==> src/rtl/eeprom_bb_pkg.sv <==
package eeprom_bb_pkg;

    // Classified line event produced from one strobed sample pair.
    typedef enum logic [2:0] {
        EV_NONE,
        EV_START,
        EV_STOP,
        EV_BIT,
        EV_GLITCH
    } line_ev_e;

    typedef struct packed {
        line_ev_e kind;
        logic     value;   // SDA level carried by a valid clock edge
    } line_ev_t;

    // What the responder does with its returned data line on this event.
    typedef enum logic [1:0] {
        DRV_KEEP,
        DRV_RELEASE,
        DRV_ACK,
        DRV_DATA
    } drv_sel_e;

    // Fixed store contents: byte at address a = 37*a + 11 (truncated by caller).
    function automatic logic [31:0] rom_word(input logic [31:0] addr);
        return addr * 32'd37 + 32'd11;
    endfunction

endpackage

==> src/rtl/eeb_line_watch.sv <==
module eeb_line_watch
    import eeprom_bb_pkg::*;
(
    input  logic     clk,
    input  logic     rst,
    input  logic     strobe_i,
    input  logic     scl_i,
    input  logic     sda_i,
    output line_ev_t ev_o
);

    logic prev_scl_q;
    logic prev_sda_q;

    always_ff @(posedge clk) begin
        if (rst) begin
            prev_scl_q <= 1'b1;
            prev_sda_q <= 1'b1;
        end else if (strobe_i) begin
            prev_scl_q <= scl_i;
            prev_sda_q <= sda_i;
        end
    end

    always_comb begin
        ev_o.kind  = EV_NONE;
        ev_o.value = sda_i;
        if (strobe_i) begin
            if (prev_scl_q && scl_i && (prev_sda_q != sda_i)) begin
                ev_o.kind = sda_i ? EV_STOP : EV_START;
            end else if (!prev_scl_q && scl_i) begin
                ev_o.kind = (sda_i == prev_sda_q) ? EV_BIT : EV_GLITCH;
            end
        end
    end

    // the remembered sample only moves on a strobe
    assert_sample_hold_R11: assert property (@(posedge clk) disable iff (rst)
        !strobe_i |=> $stable(prev_scl_q) && $stable(prev_sda_q));

endmodule

==> src/rtl/eeb_phase_seq.sv <==
module eeb_phase_seq
    import eeprom_bb_pkg::*;
#(
    parameter int BYTE_W = 8,
    parameter int TICK_W = 5
) (
    input  logic              clk,
    input  logic              rst,
    input  line_ev_t          ev_i,
    output logic [TICK_W-1:0] tick_o,
    output logic              ack_o,
    output logic              is_read_o,
    output drv_sel_e          drv_o,
    output logic              load_o,
    output logic [BYTE_W-1:0] load_addr_o
);

    localparam logic [TICK_W-1:0] T_ZERO     = '0;
    localparam logic [TICK_W-1:0] T_ONE      = TICK_W'(1);
    localparam logic [TICK_W-1:0] T_CMD_LAST = TICK_W'(BYTE_W);
    localparam logic [TICK_W-1:0] T_ACK1     = TICK_W'(BYTE_W + 1);
    localparam logic [TICK_W-1:0] T_ADR_LAST = TICK_W'(2 * BYTE_W + 1);
    localparam logic [TICK_W-1:0] T_END      = TICK_W'(2 * BYTE_W + 2);

    logic [TICK_W-1:0] tick_q, tick_n;
    logic              ack_q, ack_n;
    logic [BYTE_W-1:0] cmd_q, cmd_n;
    logic [BYTE_W-1:0] addr_q, addr_n;
    logic              armed;

    assign armed = (tick_q != T_ZERO) || ack_q;

    always_comb begin
        tick_n = tick_q;
        ack_n  = ack_q;
        cmd_n  = cmd_q;
        addr_n = addr_q;
        drv_o  = DRV_KEEP;
        load_o = 1'b0;
        unique case (ev_i.kind)
            EV_START: begin
                tick_n = T_ONE;
                ack_n  = 1'b0;
                cmd_n  = '0;
                drv_o  = DRV_RELEASE;
            end
            EV_STOP: begin
                tick_n = T_ZERO;
                ack_n  = 1'b0;
                cmd_n  = '0;
                drv_o  = DRV_RELEASE;
            end
            EV_BIT: begin
                if (armed) begin
                    if (tick_q <= T_CMD_LAST) begin
                        // command phase
                        cmd_n  = {cmd_q[BYTE_W-2:0], ev_i.value};
                        tick_n = tick_q + T_ONE;
                        if (tick_q == T_CMD_LAST) begin
                            ack_n = 1'b1;
                            drv_o = DRV_ACK;
                        end else begin
                            drv_o = DRV_RELEASE;
                        end
                    end else if (tick_q == T_ACK1) begin
                        // acknowledge slot consumed, first data bit on read
                        ack_n  = 1'b0;
                        tick_n = tick_q + T_ONE;
                        drv_o  = cmd_q[0] ? DRV_DATA : DRV_RELEASE;
                    end else if (tick_q < T_ADR_LAST) begin
                        tick_n = tick_q + T_ONE;
                        if (!cmd_q[0]) begin
                            addr_n = {addr_q[BYTE_W-2:0], ev_i.value};
                        end
                        drv_o = cmd_q[0] ? DRV_DATA : DRV_RELEASE;
                    end else if (tick_q == T_ADR_LAST) begin
                        // last address bit, reload and acknowledge
                        tick_n = tick_q + T_ONE;
                        if (!cmd_q[0]) begin
                            addr_n = {addr_q[BYTE_W-2:0], ev_i.value};
                        end
                        load_o = 1'b1;
                        ack_n  = 1'b1;
                        drv_o  = DRV_ACK;
                    end else begin
                        // final acknowledge slot: back to idle
                        tick_n = T_ZERO;
                        ack_n  = 1'b0;
                        drv_o  = DRV_RELEASE;
                    end
                end
            end
            default: begin
            end
        endcase
    end

    always_ff @(posedge clk) begin
        if (rst) begin
            tick_q <= T_ZERO;
            ack_q  <= 1'b0;
            cmd_q  <= '0;
            addr_q <= '0;
        end else begin
            tick_q <= tick_n;
            ack_q  <= ack_n;
            cmd_q  <= cmd_n;
            addr_q <= addr_n;
        end
    end

    assign tick_o      = tick_q;
    assign ack_o       = ack_q;
    assign is_read_o   = cmd_q[0];
    assign load_addr_o = addr_n;

    // a start always arms the counter, a stop always idles it
    assert_start_arms_R1: assert property (@(posedge clk) disable iff (rst)
        (ev_i.kind == EV_START) |=> (tick_q == T_ONE) && !ack_q && $stable(addr_q));
    assert_stop_idles_R1: assert property (@(posedge clk) disable iff (rst)
        (ev_i.kind == EV_STOP) |=> (tick_q == T_ZERO) && !ack_q && $stable(addr_q));

    // idle edges leave every transaction register alone
    assert_idle_ignores_R2: assert property (@(posedge clk) disable iff (rst)
        (ev_i.kind == EV_BIT && tick_q == T_ZERO && !ack_q)
        |=> (tick_q == T_ZERO) && $stable(cmd_q) && $stable(addr_q));

    // a glitch changes no transaction state
    assert_glitch_inert_R3: assert property (@(posedge clk) disable iff (rst)
        (ev_i.kind == EV_GLITCH)
        |=> $stable(tick_q) && $stable(ack_q) && $stable(cmd_q) && $stable(addr_q));

    // the counter never passes the final acknowledge slot
    assert_tick_bound_R7: assert property (@(posedge clk) disable iff (rst)
        tick_q <= T_END);

endmodule

==> src/rtl/eeb_byte_store.sv <==
module eeb_byte_store
    import eeprom_bb_pkg::*;
#(
    parameter int BYTE_W = 8
) (
    input  logic              clk,
    input  logic              rst,
    input  drv_sel_e          drv_i,
    input  logic              load_i,
    input  logic [BYTE_W-1:0] load_addr_i,
    output logic              sda_o
);

    logic [BYTE_W-1:0] data_q;
    logic [BYTE_W-1:0] rom_val;
    logic [BYTE_W-1:0] rom_zero;
    logic              sda_q;

    assign rom_val  = BYTE_W'(rom_word(32'(load_addr_i)));
    assign rom_zero = BYTE_W'(rom_word(32'd0));

    always_ff @(posedge clk) begin
        if (rst) begin
            data_q <= rom_zero;
            sda_q  <= 1'b1;
        end else begin
            unique case (drv_i)
                DRV_RELEASE: sda_q <= 1'b1;
                DRV_ACK:     sda_q <= 1'b0;
                DRV_DATA: begin
                    sda_q  <= data_q[BYTE_W-1];
                    data_q <= {data_q[BYTE_W-2:0], 1'b0};
                end
                default: begin
                end
            endcase
            if (load_i) begin
                data_q <= rom_val;
            end
        end
    end

    assign sda_o = sda_q;

    // a read bit presents the byte MSB first and moves it up by one
    assert_shift_msb_first_R6: assert property (@(posedge clk) disable iff (rst)
        (drv_i == DRV_DATA && !load_i)
        |=> (sda_q == $past(data_q[BYTE_W-1])) && (data_q[BYTE_W-1:1] == $past(data_q[BYTE_W-2:0])));

endmodule

==> src/rtl/eeprom_bitbang_resp.sv <==
module eeprom_bitbang_resp
    import eeprom_bb_pkg::*;
#(
    parameter  int BYTE_W = 8,
    localparam int TICK_W = $clog2(2 * BYTE_W + 3)
) (
    input  logic              clk,
    input  logic              rst,
    input  logic              strobe_i,
    input  logic              scl_i,
    input  logic              sda_i,
    input  logic [BYTE_W-2:0] host_bits_i,
    output logic [BYTE_W-1:0] rd_word_o,
    output logic              sda_o,
    output logic [TICK_W-1:0] tick_o,
    output logic              ack_o,
    output logic              glitch_o
);

    localparam logic [TICK_W-1:0] T_ZERO     = '0;
    localparam logic [TICK_W-1:0] T_CMD_LAST = TICK_W'(BYTE_W);
    localparam logic [TICK_W-1:0] T_ADR_FST  = TICK_W'(BYTE_W + 2);
    localparam logic [TICK_W-1:0] T_ADR_LAST = TICK_W'(2 * BYTE_W + 1);

    line_ev_t          ev;
    drv_sel_e          drv;
    logic              load;
    logic [BYTE_W-1:0] load_addr;
    logic              is_read;
    logic              glitch_q;

    eeb_line_watch u_watch (
        .clk      (clk),
        .rst      (rst),
        .strobe_i (strobe_i),
        .scl_i    (scl_i),
        .sda_i    (sda_i),
        .ev_o     (ev)
    );

    eeb_phase_seq #(
        .BYTE_W (BYTE_W),
        .TICK_W (TICK_W)
    ) u_seq (
        .clk         (clk),
        .rst         (rst),
        .ev_i        (ev),
        .tick_o      (tick_o),
        .ack_o       (ack_o),
        .is_read_o   (is_read),
        .drv_o       (drv),
        .load_o      (load),
        .load_addr_o (load_addr)
    );

    eeb_byte_store #(
        .BYTE_W (BYTE_W)
    ) u_store (
        .clk         (clk),
        .rst         (rst),
        .drv_i       (drv),
        .load_i      (load),
        .load_addr_i (load_addr),
        .sda_o       (sda_o)
    );

    always_ff @(posedge clk) begin
        if (rst) begin
            glitch_q <= 1'b0;
        end else begin
            glitch_q <= (ev.kind == EV_GLITCH);
        end
    end

    assign glitch_o  = glitch_q;
    assign rd_word_o = {host_bits_i, sda_o};

    // acknowledge always pulls the line low
    assert_ack_low_R4: assert property (@(posedge clk) disable iff (rst)
        ack_o |-> !sda_o);

    // command bits never drive the line
    assert_cmd_released_R4: assert property (@(posedge clk) disable iff (rst)
        (tick_o != T_ZERO && tick_o <= T_CMD_LAST) |-> sda_o);

    // write address bits never drive the line
    assert_addr_released_R5: assert property (@(posedge clk) disable iff (rst)
        (!is_read && tick_o >= T_ADR_FST && tick_o <= T_ADR_LAST) |-> sda_o);

    // the line is released whenever the counter is idle
    assert_idle_released_R7: assert property (@(posedge clk) disable iff (rst)
        (tick_o == T_ZERO) |-> sda_o);

    // without a strobe nothing observable moves
    assert_quiet_no_strobe_R11: assert property (@(posedge clk) disable iff (rst)
        !strobe_i |=> $stable(tick_o) && $stable(sda_o) && $stable(ack_o) && !glitch_o);

endmodule

==> config.mk <==
export PLATFORM = sky130hd
export DESIGN_NAME = eeprom_bitbang_resp
export DESIGN_NICKNAME = d
export VERILOG_FILES = /design/src/rtl/eeprom_bb_pkg.sv /design/src/rtl/eeb_line_watch.sv /design/src/rtl/eeb_phase_seq.sv /design/src/rtl/eeb_byte_store.sv /design/src/rtl/eeprom_bitbang_resp.sv
export SDC_FILE = /design/constraint.sdc
export NUM_CORES = 1
export LEC_CHECK = 0
export ABC_AREA = 1
export BUFFER_PORTS_ARGS = -buffer_cell sky130_fd_sc_hd__buf_2
export CELL_PAD_IN_SITES_DETAIL_PLACEMENT = 0
export CELL_PAD_IN_SITES_GLOBAL_PLACEMENT = 1
export CORE_UTILIZATION = 45
export CTS_CLUSTER_DIAMETER = 200
export DETAILED_ROUTE_END_ITERATION = 8
export PLACE_DENSITY = 0.89
export SYNTH_ARGS = -nofsm -noshare
export SYNTH_HDL_FRONTEND = slang
export SYNTH_HIERARCHICAL = 1
export SYNTH_SLANG_ARGS = --single-unit
==> constraint.sdc <==
create_clock -name clk -period 9.7 [get_ports clk]
set_input_delay 0.485 -clock clk [delete_from_list [all_inputs] [get_ports clk]]
set_output_delay 0.485 -clock clk [all_outputs]
set_load 0.03 [all_outputs]
* Word-level counts from Yosys, hierarchy flattened
Index checks and enable logic that the tools add are counted.
** Word-level totals
- Output and inout port bits :: 16
- Bits in read-only memories :: 0
- Bits of input ports :: 12
- Logic and storage cells :: 88
- Memories kept :: 0
- Bits in writable memories :: 0
- Register bits after elaboration :: 27
- Latch bits :: 0
** Cells by class
- Bitwise operators :: 0
- Reductions and logical operators :: 14
- Muxes and demuxes :: 44
- Equal/unequal tests :: 16
- $lt $le $gt $ge :: 2
- Multiply operators :: 1
- Add/sub/neg operators :: 2
- Shift operators :: 0
- Div/mod/pow operators :: 0
** Operators with widths (count)
- two-way mux 8 bit :: 9
- two-way mux 5 bit :: 5
- two-way mux 2 bit :: 8
- one-hot mux 5 bit (3 select lines) :: 1
- two-way mux 1 bit :: 13
- two-way mux 3 bit :: 4
- == test 5 x 4 -> 1 bit, second input constant :: 2
- adder 8 x 4 -> 8 bit, second input constant :: 1
- multiplier 8 x 6 -> 8 bit, second input constant :: 1
- == test 3 x 2 -> 1 bit, second input constant :: 2
- nonzero test 3 bit :: 2
- adder 5 x 1 -> 5 bit, second input constant :: 1
- == test 5 bit, second input constant :: 1
- <= comparator 5 x 4 -> 1 bit, second input constant :: 1
- less-than comparator 5 bit, second input constant :: 1
- nonzero test 5 bit :: 1
- == test 2 bit, second input constant :: 2
- inequality test 2 x 1 -> 1 bit, second input constant :: 2
- inequality test 4 x 2 -> 1 bit, second input constant :: 1
- one-hot mux 1 bit (2 select lines) :: 2
- one-hot mux 2 bit (2 select lines) :: 1
- AND reduction 4 bit :: 1
- nonzero test 2 bit :: 2
- == test 3 x 1 -> 1 bit, second input constant :: 1
- other kinds (12) :: 14

* Logic depth before layout (Yosys ltp)
Gate-level depths: netlist (run 1).
- Depth in word-level cells :: 11
- Depth in mapped cells :: 31
- Gate-level depth less buffers :: 31

* By module
Netlist (run 1), hierarchy kept.
** By module, submodules not included
- eeb_phase_seq :: sequential area each 300.3 um^2, cells each 164, instances 1, area each 1144.8 um^2
- eeb_byte_store :: sequential area each 180.2 um^2, cells each 145, instances 1, area each 957.2 um^2
- eeb_line_watch :: sequential area each 40.0 um^2, cells each 24, instances 1, area each 140.1 um^2
- eeprom_bitbang_resp :: sequential area each 20.0 um^2, cells each 15, instances 1, area each 102.6 um^2

* Least setup slack after synthesis (run 1)
OpenSTA, ideal clock, no wires.
- Path kind :: input to register
- Start :: input sda_i
- End :: register u_store.data_q[7]
- Stages on the path :: 29
- Path buffers :: 0
- Arrival :: 4151 ps
- Slack :: 5479 ps
- Data required time :: 9630 ps
- Library setup time :: 70 ps
- Path through :: inv_1 -> nand2_1 -> nand2_1 -> nand2_2 -> nand3_2 -> nor2_1 -> nand3_1 -> clkinv_2 -> nand2_4 -> nor2_8 -> nand3_1 -> nand2_2 -> inv_1 -> ha_1 -> ha_1 -> inv_1 -> fa_1 -> inv_1 -> ha_1 -> ha_1 -> nand2_1 -> inv_1 -> a21oi_1 -> nand2_1 -> inv_1 -> nand3_1 -> nand3_1 -> nand2_1 -> a21oi_1
** RTL lines
- start, declared :: line eeprom_bitbang_resp.sv:11 : input logic sda_i,
- end signal, assigned :: line eeb_byte_store.sv:24 : data_q <= rom_zero;
- end signal, assigned :: line eeb_byte_store.sv:32 : data_q <= {data_q[BYTE_W-2:0], 1'b0};
- end signal, assigned :: line eeb_byte_store.sv:38 : data_q <= rom_val;
- end, declared :: line eeb_byte_store.sv:14 : logic [BYTE_W-1:0] data_q;

==> impl_metrics.env, run 1 <==
export IMPL_outcome="finished clean"
export IMPL_htreeDepth=1
export IMPL_clkTransAtPathRegs_ns=0.09
export IMPL_cp_end_kind="flop"
export IMPL_ctsHoldBuffers=0
export IMPL_ys_async_sr_fraction_pct=0
export IMPL_drt_iter0_drc=95
export IMPL_worstPathMaxFanout=9
export IMPL_postLayoutCellArea_um2=2440
export IMPL_final_net_count=387
export IMPL_syn_inst=348
export IMPL_yosysWarnings=6
export IMPL_initial_core_util_pct=48.1
export IMPL_cts_setup_buffers=0
export IMPL_ys_flop_type="dfxtp_1"
export IMPL_power_density_nw_per_um2=85.7
export IMPL_final_common_cell="nand2_1"
export IMPL_top_regs="u_seq/addr_q (8), u_store/data_q (8), u_seq/tick_o (5)"
export IMPL_hold_depth=2
export IMPL_fillers=514
export IMPL_numPortBuffers=13
export IMPL_setup_tns_ns=0
export IMPL_cts_tree="done"
export IMPL_place_ws_ns=4.96
export IMPL_die_width_um=74.2
export IMPL_setup_viol=0
export IMPL_hold_viol=0
export IMPL_hp_class="in2reg"
export IMPL_grt_pass1_vias=1813
export IMPL_drc=0
export IMPL_dpl_cell_area_um2=2400
export IMPL_drt_pass1_iter_count=4
export IMPL_ys_seq_elements=27
export IMPL_synthesis_area_um2=2340
export IMPL_grt_start_max_net_pins=26
export IMPL_fin_ws_ns=5.24
export IMPL_worst_hold_slack_ns=0.417
export IMPL_num_rows=25
export IMPL_slowest_stage="fa_1"
export IMPL_ir_drop_v=0.0000787
export IMPL_period_share_pct=45.9
export IMPL_die_area_um2=5500
export IMPL_drive_above_1_share_pct=19.4
export IMPL_p_total_uw=209
export IMPL_cp_start_kind="flop"
export IMPL_reg2reg_slack_ns=5.24
export IMPL_dpl_hpwl_um=3450
export IMPL_grt_usage_pct=18.0
export IMPL_post_drt_wl_per_cell_um=10.3
export IMPL_vias=1983
export IMPL_cts_sinks=27
export IMPL_critPathKind="reg2reg"
export IMPL_tightest_slew_ns=0.592
export IMPL_synth_edf_count=0
export IMPL_cts_root_buf="clkbuf_8"
export IMPL_io_pins=28
export IMPL_grt_overflow=0
export IMPL_cp_arrival_ns=4.67
export IMPL_max_freq_mhz=224
export IMPL_cap_violations=0
export IMPL_syn_to_final_growth_pct=4.16
export IMPL_diodes=0
export IMPL_crit_path_frequent_cell="inv_1"
export IMPL_core_area_um2=4880
export IMPL_vias_per_cell=4.74
export IMPL_slew_limit_headroom_pct=60.5
export IMPL_fin_crit_ns=4.46
export IMPL_ys_types=39
export IMPL_critical_path_max_stage_delay_ns=0.53
export IMPL_ys_seq_area_share_pct=23.1
export IMPL_routed_wirelength_um=4320
export IMPL_clock_path_buffers=2
export IMPL_place_congestion=0.888
export IMPL_grt_setup_unrepaired="false"
export IMPL_syn_num_nets=383
export IMPL_r2r_cells=29
export IMPL_antenna_found_initial=0
export IMPL_cp_data_required_time_ns=9.91
export IMPL_die_h_um=74.2
export IMPL_slew_violations=0
export IMPL_skew_ns=0.00227
export IMPL_cts_repair_resized=0
export IMPL_ant_nets=0
export IMPL_grt_pass1_wl_um=7760
export IMPL_p_leak_nw=1.29
export IMPL_clock_latency_ns=0.27
export IMPL_numCtsBuffers=3
export IMPL_avgSynthCellArea_um2=6.74
export IMPL_layout_common_cells="80 x nand2_1, 60 x inv_1, 27 x dfxtp_1, 27 x nand3_1, 22 x nand2_2"
[synthesized netlist by cell type (2+ instances only)]
| cell | number | area (um2) |
|---|---|---|
| nand2_1 | 80 | 300 |
| nor2_2 | 9 | 56.3 |
| xnor2_1 | 3 | 26.3 |
| a31oi_1 | 2 | 12.5 |
| nand2_2 | 22 | 138 |
| fa_1 | 2 | 40.0 |
| buf_4 | 10 | 75.1 |
| clkbuf_1 | 3 | 11.3 |
| nor2_1 | 20 | 75.1 |
| a21oi_1 | 16 | 80.1 |
| nand3_4 | 2 | 35.0 |
| dfxtp_1 | 27 | 541 |
| o21ai_0 | 9 | 45.0 |
| o211ai_1 | 2 | 15.0 |
| o21ai_1 | 3 | 15.0 |
| a21oi_2 | 2 | 17.5 |
| nand3_1 | 27 | 135 |
| nand4_1 | 5 | 31.3 |
| inv_2 | 5 | 18.8 |
| ha_1 | 21 | 263 |
| inv_1 | 60 | 225 |
[worst max-delay path: cells and delay by family (launching register included)]
family	cells	cell delay, ns
adders and majority gates	5	1.73
and+or+nand+nor	15	1.62
buffers and inverters	7	0.49
DFF	1	0.34
AOI/OAI and AO/OA	2	0.21
[area by class of cell]
| class | instances | area, um2 | share of cell area [%] |
|---|---|---|---|
| clock inverter | 1 | 5.00 | 0.205 |
| inverter | 67 | 255 | 10.5 |
| clock buffer | 3 | 41.3 | 1.69 |
| tap | 67 | 83.8 | 3.43 |
| multi-input combinational | 240 | 1450 | 59.4 |
| timing repair buffer | 13 | 65.1 | 2.66 |
| sequential | 27 | 541 | 22.1 |
[cells by family (layout without fill, tap and decap cells)]
group	after synthesis	after routing	synth area share [%]
simple gates	173	173	37.6
buf+inv	81	84	15.0
compound gates	40	40	9.87
flops	27	27	23.1
fa+ha+maj	23	23	12.9
xor+xnor	4	4	1.49
[routing by layer]
metal  vias up  part of all wire [%]  routed length, um  GRT usage, %
met2        35                    44               1890          29.9
met1       851                    50               2180          24.1
met4         0                  0.53                 23          3.85
li1       1095                     -                  -             -
met3         2                   5.2                225          3.52
met5         -                     0                  0             0
[metrics by stage]
| stage | cells | utilization (%) |
|---|---|---|
| after floorplan | 348 | - |
| after global placement | 414 | 49.1 |
| after detailed placement | 414 | 49.1 |
| after CTS | 418 | 50.1 |
| after global routing | 418 | 50.1 |
| final | 418 | 50.1 |
[where the power goes]
group	internal, mW	leakage [nW]	switching [mW]	total, mW
clock	0.0288	0.0255	0.0366	0.0654
combinational	0.00928	1.05	0.0203	0.0295
sequential	0.113	0.219	0.00170	0.114
total	0.151	1.29	0.0586	0.209
[worst paths after layout]
check | startpoint | to
max | u_watch/prev_sda_q | u_store/data_q[7]
min | strobe_i | u_watch/prev_sda_q
max reg2reg | u_watch/prev_sda_q | u_store/data_q[7]
min reg2reg | u_store/data_q[5] | u_store/data_q[5]
Note: power is estimated with default switching activity, not from simulation.
==> run 2: changes to the inputs <==
- CORE_UTILIZATION: 45 -> 42
- PLACE_DENSITY: 0.89 -> 0.84
- clock period: 9.7 -> 4.39 ns (I/O delays scaled with it)
==> impl_metrics.env, run 2 (synthesis results as in run 1) <==
export IMPL_skew_ns=0.0108
export IMPL_cts_sinks=27
export IMPL_hp_class="in2reg"
export IMPL_grt_start_max_net_pins=26
export IMPL_vias=2048
export IMPL_crit_buf_inv=7
export IMPL_die_width_um=76.7
export IMPL_grt_pass1_wl_um=8400
export IMPL_tightest_slew_ns=0.580
export IMPL_p_total_uw=474
export IMPL_htreeDepth=1
export IMPL_diodes=0
export IMPL_setup_worst_path_end="u_store/data_q[7]"
export IMPL_multi_input_comb_area_um2=1500
export IMPL_numPortBuffers=13
export IMPL_slew_limit_headroom_pct=61.3
export IMPL_final_common_cell="nand2_1"
export IMPL_grt_pass1_vias=1903
export IMPL_setup_tns_ns=0
export IMPL_power_switching_uw=136
export IMPL_die_area_um2=5890
export IMPL_die_h_um=76.7
export IMPL_dpl_hpwl_um=3480
export IMPL_ir_drop_v=0.000115
export IMPL_worstPathMaxFanout=8
export IMPL_cp_arrival_ns=4.20
export IMPL_place_inst=421
export IMPL_cpLargestDelayFamily="adder cells"
export IMPL_power_share_switching_pct=28.7
export IMPL_clock_latency_ns=0.29
export IMPL_clock_path_buffers=2
export IMPL_drive_above_1_share_pct=23.3
export IMPL_drc=0
export IMPL_top_regs="u_seq/addr_q (8), u_store/data_q (8), u_seq/tick_o (5)"
export IMPL_reg2reg_to="u_store/data_q[7]"
export IMPL_timing_rr_start="u_seq/tick_o[1]"
export IMPL_antenna_found_initial=0
export IMPL_crit_path_frequent_cell="inv_1"
export IMPL_fin_crit_ns=4.06
export IMPL_slew_violations=0
export IMPL_hold_depth=2
export IMPL_power_share_combinational_pct=14.7
export IMPL_cts_tree="done"
export IMPL_routed_wirelength_um=4700
export IMPL_num_rows=26
export IMPL_initial_core_util_pct=44.8
export IMPL_cts_root_buf="clkbuf_8"
export IMPL_critical_path_depth=27
export IMPL_p_leak_nw=1.33
export IMPL_grt_setup_unrepaired="false"
export IMPL_grt_usage_pct=17.2
export IMPL_pwr_share_seq_pct=53.4
export IMPL_outcome="finished clean"
export IMPL_drt_pass1_iter_count=4
export IMPL_period_share_pct=92.4
export IMPL_ant_nets=0
export IMPL_cap_violations=0
export IMPL_final_net_count=396
export IMPL_numCtsBuffers=3
export IMPL_power_density_nw_per_um2=185
export IMPL_cp_end_kind="flop"
export IMPL_io_pins=28
export IMPL_r2r_cells=27
export IMPL_hold_viol=0
export IMPL_fillers=541
export IMPL_p_int_uw=338
export IMPL_syn_to_final_growth_pct=9.23
export IMPL_critPathKind="reg2reg"
export IMPL_startpoint="u_seq/tick_o[1]"
export IMPL_setup_viol=0
export IMPL_vias_per_cell=4.76
export IMPL_instances_no_fill=430
export IMPL_max_freq_mhz=247
export IMPL_place_congestion=0.841
export IMPL_core_area_um2=5240
export IMPL_regArea_um2=543
export IMPL_layout_common_cells="80 x nand2_1, 60 x inv_1, 25 x dfxtp_1, 25 x nand3_1, 22 x nand2_2"
export IMPL_clkTransAtPathRegs_ns=0.10
export IMPL_drt_iter0_drc=101
export IMPL_cp_start_kind="flop"
export IMPL_reg2reg_slack_ns=0.33
export IMPL_slowest_stage="fa_1"
export IMPL_post_drt_wl_per_cell_um=10.9
export IMPL_cp_data_required_time_ns=4.54
export IMPL_grt_overflow=0
export IMPL_pwr_share_clk_pct=31.9
export IMPL_critical_path_max_stage_delay_ns=0.54
[run 2: power by group through the flow]
| stage | Combinational, mW | Sequential (mW) | Clock [mW] |
|---|---|---|---|
| CTS | 0.0675 | 0.253 | 0.161 |
| global route | 0.0780 | 0.254 | 0.168 |
| global placement | 0.0668 | 0.258 | 0 |
| floorplan | 0.0598 | 0.262 | 0 |
| detailed placement | 0.0672 | 0.258 | 0 |
| finish | 0.0694 | 0.253 | 0.151 |
[run 2: worst min-delay path by stage]
stage	from	endpoint	slack (ns)
after detailed placement	host_bits_i[6]	rd_word_o[7]	0.44
after global placement	host_bits_i[6]	rd_word_o[7]	0.44
after floorplan	rst	u_seq/tick_o[1]	0.29
after global routing	strobe_i	u_watch/prev_sda_q	0.14
final	strobe_i	u_watch/prev_sda_q	0.13
after CTS	strobe_i	u_watch/prev_sda_q	0.14
[run 2: worst reg2reg max path, stage by stage, from the launching register on]
cell	delay (ns)
dfxtp_1	0.44
inv_1	0.10
ha_1	0.26
inv_1	0.07
nor2_1	0.04
nand2_1	0.11
nand3_4	0.10
nor2_8	0.21
nand2_8	0.11
nand2_2	0.07
nand2_2	0.05
inv_1	0.08
ha_1	0.23
ha_1	0.27
inv_1	0.05
fa_1	0.54
inv_1	0.07
ha_4	0.25
ha_4	0.27
nand2_1	0.05
inv_1	0.06
nand4_1	0.08
nand2_1	0.10
inv_1	0.04
nand3_1	0.07
nand3_1	0.07
nand2_1	0.07
a21oi_1	0.05
[run 2: layout make-up]
type                            instances  area share, %
Sequential cell                        27           21.2
Inverter                               67           10.0
Tap cell                               70           3.42
Multi-Input combinational cell        240           58.4
Clock buffer                            4           1.76
Timing Repair Buffer                   22           5.18
[run 2: metal layers]
metal / routed length, um / track usage, % / up-vias
met5: 0 / 0 / -
met4: 75 / 5.00 / 0
met3: 157 / 2.14 / 9
met2: 2080 / 27.8 / 24
met1: 2390 / 23.8 / 908
li1: - / - / 1107
[run 2: timing repair]
item | 4_1_cts | 5_1_grt
hold endpoints to repair | 0 | 0
setup endpoints to repair | 0 | 1
gates resized for setup | 0 | 10
buffers inserted | 0 | 5
hold buffers | 0 | 0
[run 2: stage by stage]
| step | utilization [%] | hold slack (ns) | setup slack, ns | cell area (um2) |
|---|---|---|---|---|
| finish | 48.9 | 0.131 | 0.334 | 2560 |
| detailed placement | 46.4 | 0.439 | 0.183 | 2430 |
| floorplan | - | 0.289 | 0.326 | 2340 |
| CTS | 47.3 | 0.136 | 0.165 | 2470 |
| global placement | 46.4 | 0.439 | 0.309 | 2430 |
| global route | 48.9 | 0.138 | 0.00775 | 2560 |
==> run 3: changes to the inputs <==
- CORE_UTILIZATION: 42 -> 43
- CTS_BUF_LIST: not set -> sky130_fd_sc_hd__clkbuf_2
- GPL_ROUTABILITY_DRIVEN: not set -> 0
- PLACE_DENSITY: 0.84 -> 0.86
- clock period: 4.39 -> 4.05 ns (I/O delays scaled with it)
==> impl_metrics.env, run 3 (synthesis results as in run 1) <==
export IMPL_period_share_pct=95.0
export IMPL_hp_class="in2reg"
export IMPL_routed_wirelength_um=4950
export IMPL_numCtsBuffers=3
export IMPL_layout_common_cells="76 x nand2_1, 51 x inv_1, 25 x dfxtp_1"
export IMPL_drive_above_1_share_pct=32.5
export IMPL_final_common_cell="nand2_1"
export IMPL_top_regs="u_seq/addr_q (8), u_store/data_q (8), u_seq/tick_o (5)"
export IMPL_grt_overflow=0
export IMPL_ant_nets=0
export IMPL_cp_arrival_ns=4.12
export IMPL_tightest_slew_ns=0.596
export IMPL_cp_data_required_time_ns=4.32
export IMPL_worst_hold_slack_ns=0.103
export IMPL_gr_max_usage_layer="met2"
export IMPL_drt_pass1_iter_count=4
export IMPL_cap_violations=0
export IMPL_pwr_share_seq_pct=58.1
export IMPL_setup_viol=0
export IMPL_cts_tree="done"
export IMPL_pwr_share_clk_pct=24.0
export IMPL_max_freq_mhz=260
export IMPL_dpl_hpwl_um=3580
export IMPL_power_switching_uw=147
export IMPL_numPortBuffers=13
export IMPL_clock_path_buffers=2
export IMPL_die_area_um2=5750
export IMPL_die_width_um=75.8
export IMPL_fillers=517
export IMPL_skew_ns=0.0188
export IMPL_p_int_uw=327
export IMPL_grt_usage_pct=18.4
export IMPL_clkTransAtPathRegs_ns=0.29
export IMPL_syn_to_final_growth_pct=18.7
export IMPL_power_density_nw_per_um2=170
export IMPL_critPathKind="reg2reg"
export IMPL_power_share_combinational_pct=18.0
export IMPL_outcome="finished clean"
export IMPL_vias_per_cell=4.83
export IMPL_place_inst=430
export IMPL_crit_path_frequent_cell="inv_2"
export IMPL_fin_crit_ns=3.85
export IMPL_post_drt_wl_per_cell_um=11.1
export IMPL_clock_latency_ns=0.38
export IMPL_ir_drop_v=0.000126
export IMPL_slew_violations=0
export IMPL_grt_pass1_wl_um=8250
export IMPL_power_share_switching_pct=31.0
export IMPL_core_area_um2=5170
export IMPL_vias=2148
export IMPL_num_rows=26
export IMPL_cts_root_buf="clkbuf_2"
export IMPL_die_h_um=75.8
export IMPL_drt_iter0_drc=114
export IMPL_cp_end_kind="flop"
export IMPL_slew_limit_headroom_pct=60.3
export IMPL_hold_viol=0
export IMPL_cp_start_kind="flop"
export IMPL_p_total_uw=473
export IMPL_instances_no_fill=445
export IMPL_drc=0
export IMPL_grt_pass1_vias=1888
export IMPL_final_net_count=411
export IMPL_grt_start_max_net_pins=26
export IMPL_met1_usage_pct=26.2
export IMPL_use_met2_pct=29.2
export IMPL_antenna_found_initial=0
export IMPL_initial_core_util_pct=45.3
export IMPL_critical_path_max_stage_delay_ns=0.51
export IMPL_diodes=0
export IMPL_worstPathMaxFanout=5
export IMPL_cts_sinks=27
export IMPL_p_leak_nw=1.38
export IMPL_grt_util_met3_pct=1.72
export IMPL_io_pins=28
export IMPL_slowest_stage="fa_1"
export IMPL_htreeDepth=1
-- run 3: changes by cell type in the layout (fill, tap and decap cells not counted), moves of 4 or more --
cell	delta
buf_4	+12
inv_1	-9
ha_1	-5
ha_4	+5
inv_2	+8
nand2_1	-4
nand3_1	-4
clkbuf_2	+4
-- run 3: critical path: cells and delay by family, from the launching register on --
kind / cells / cell delay, ns
DFF: 1 / 0.41
AOI/OAI and AO/OA: 1 / 0.05
buffers and inverters: 10 / 0.66
and+or+nand+nor: 16 / 1.33
adders and majority gates: 4 / 1.28
-- run 3: final cells by class --
| class | count | area [um2] | area share, % |
|---|---|---|---|
| multi-input combinational | 240 | 1620 | 58.2 |
| sequential | 27 | 543 | 19.5 |
| inverter | 67 | 259 | 9.30 |
| timing repair buffer | 37 | 255 | 9.17 |
| tap | 70 | 87.6 | 3.15 |
| clock buffer | 4 | 20.0 | 0.719 |
-- run 3: worst paths after layout --
path	endpoint	start	slack (ns)	cells after the start
worst max-delay path	u_store/data_q[7]	u_watch/prev_sda_q	0.20	31
worst min-delay path	u_watch/prev_sda_q	sda_i	0.10	3
worst max register to register	u_store/data_q[7]	u_watch/prev_sda_q	0.20	31
worst min register to register	u_store/data_q[2]	u_store/data_q[2]	0.49	2
-- run 3: routing by layer --
metal	part of all wire (%)	up-vias	wire length [um]
li1	-	1144	-
met1	49	970	2420
met2	47	28	2350
met3	2.7	6	136
met4	1.0	0	51
met5	0	-	0
-- run 3: timing repair --
| item | in CTS | in global routing |
|---|---|---|
| pin swaps | 1 | 15 |
| endpoints found under the setup margin | 1 | 2 |
| setup buffers | 1 | 9 |
| gates resized for setup | 4 | 37 |
| hold buffers | 1 | 0 |
| hold endpoints to repair | 2 | 0 |
-- run 3: power by group through the flow --
stage | clock network, mW | logic [mW] | registers (mW)
5_1_grt | 0.129 | 0.0943 | 0.276
3_3_place_gp | 0 | 0.0749 | 0.279
2_1_floorplan | 0 | 0.0651 | 0.283
3_5_place_dp | 0 | 0.0755 | 0.279
4_1_cts | 0.122 | 0.0769 | 0.274
6_report | 0.113 | 0.0852 | 0.275
-- run 3: per-stage QoR --
stage                     setup TNS (ns)  cell area, um2  util, %  setup slack [ns]
after floorplan                        0            2350        -           0.00820
after global placement                 0            2500     48.4            0.0758
after detailed placement         -0.0688            2500     48.4           -0.0688
after CTS                              0            2560     49.5            0.0247
after global routing             -0.0375            2780     53.8           -0.0375
final                                  0            2780     53.8             0.203
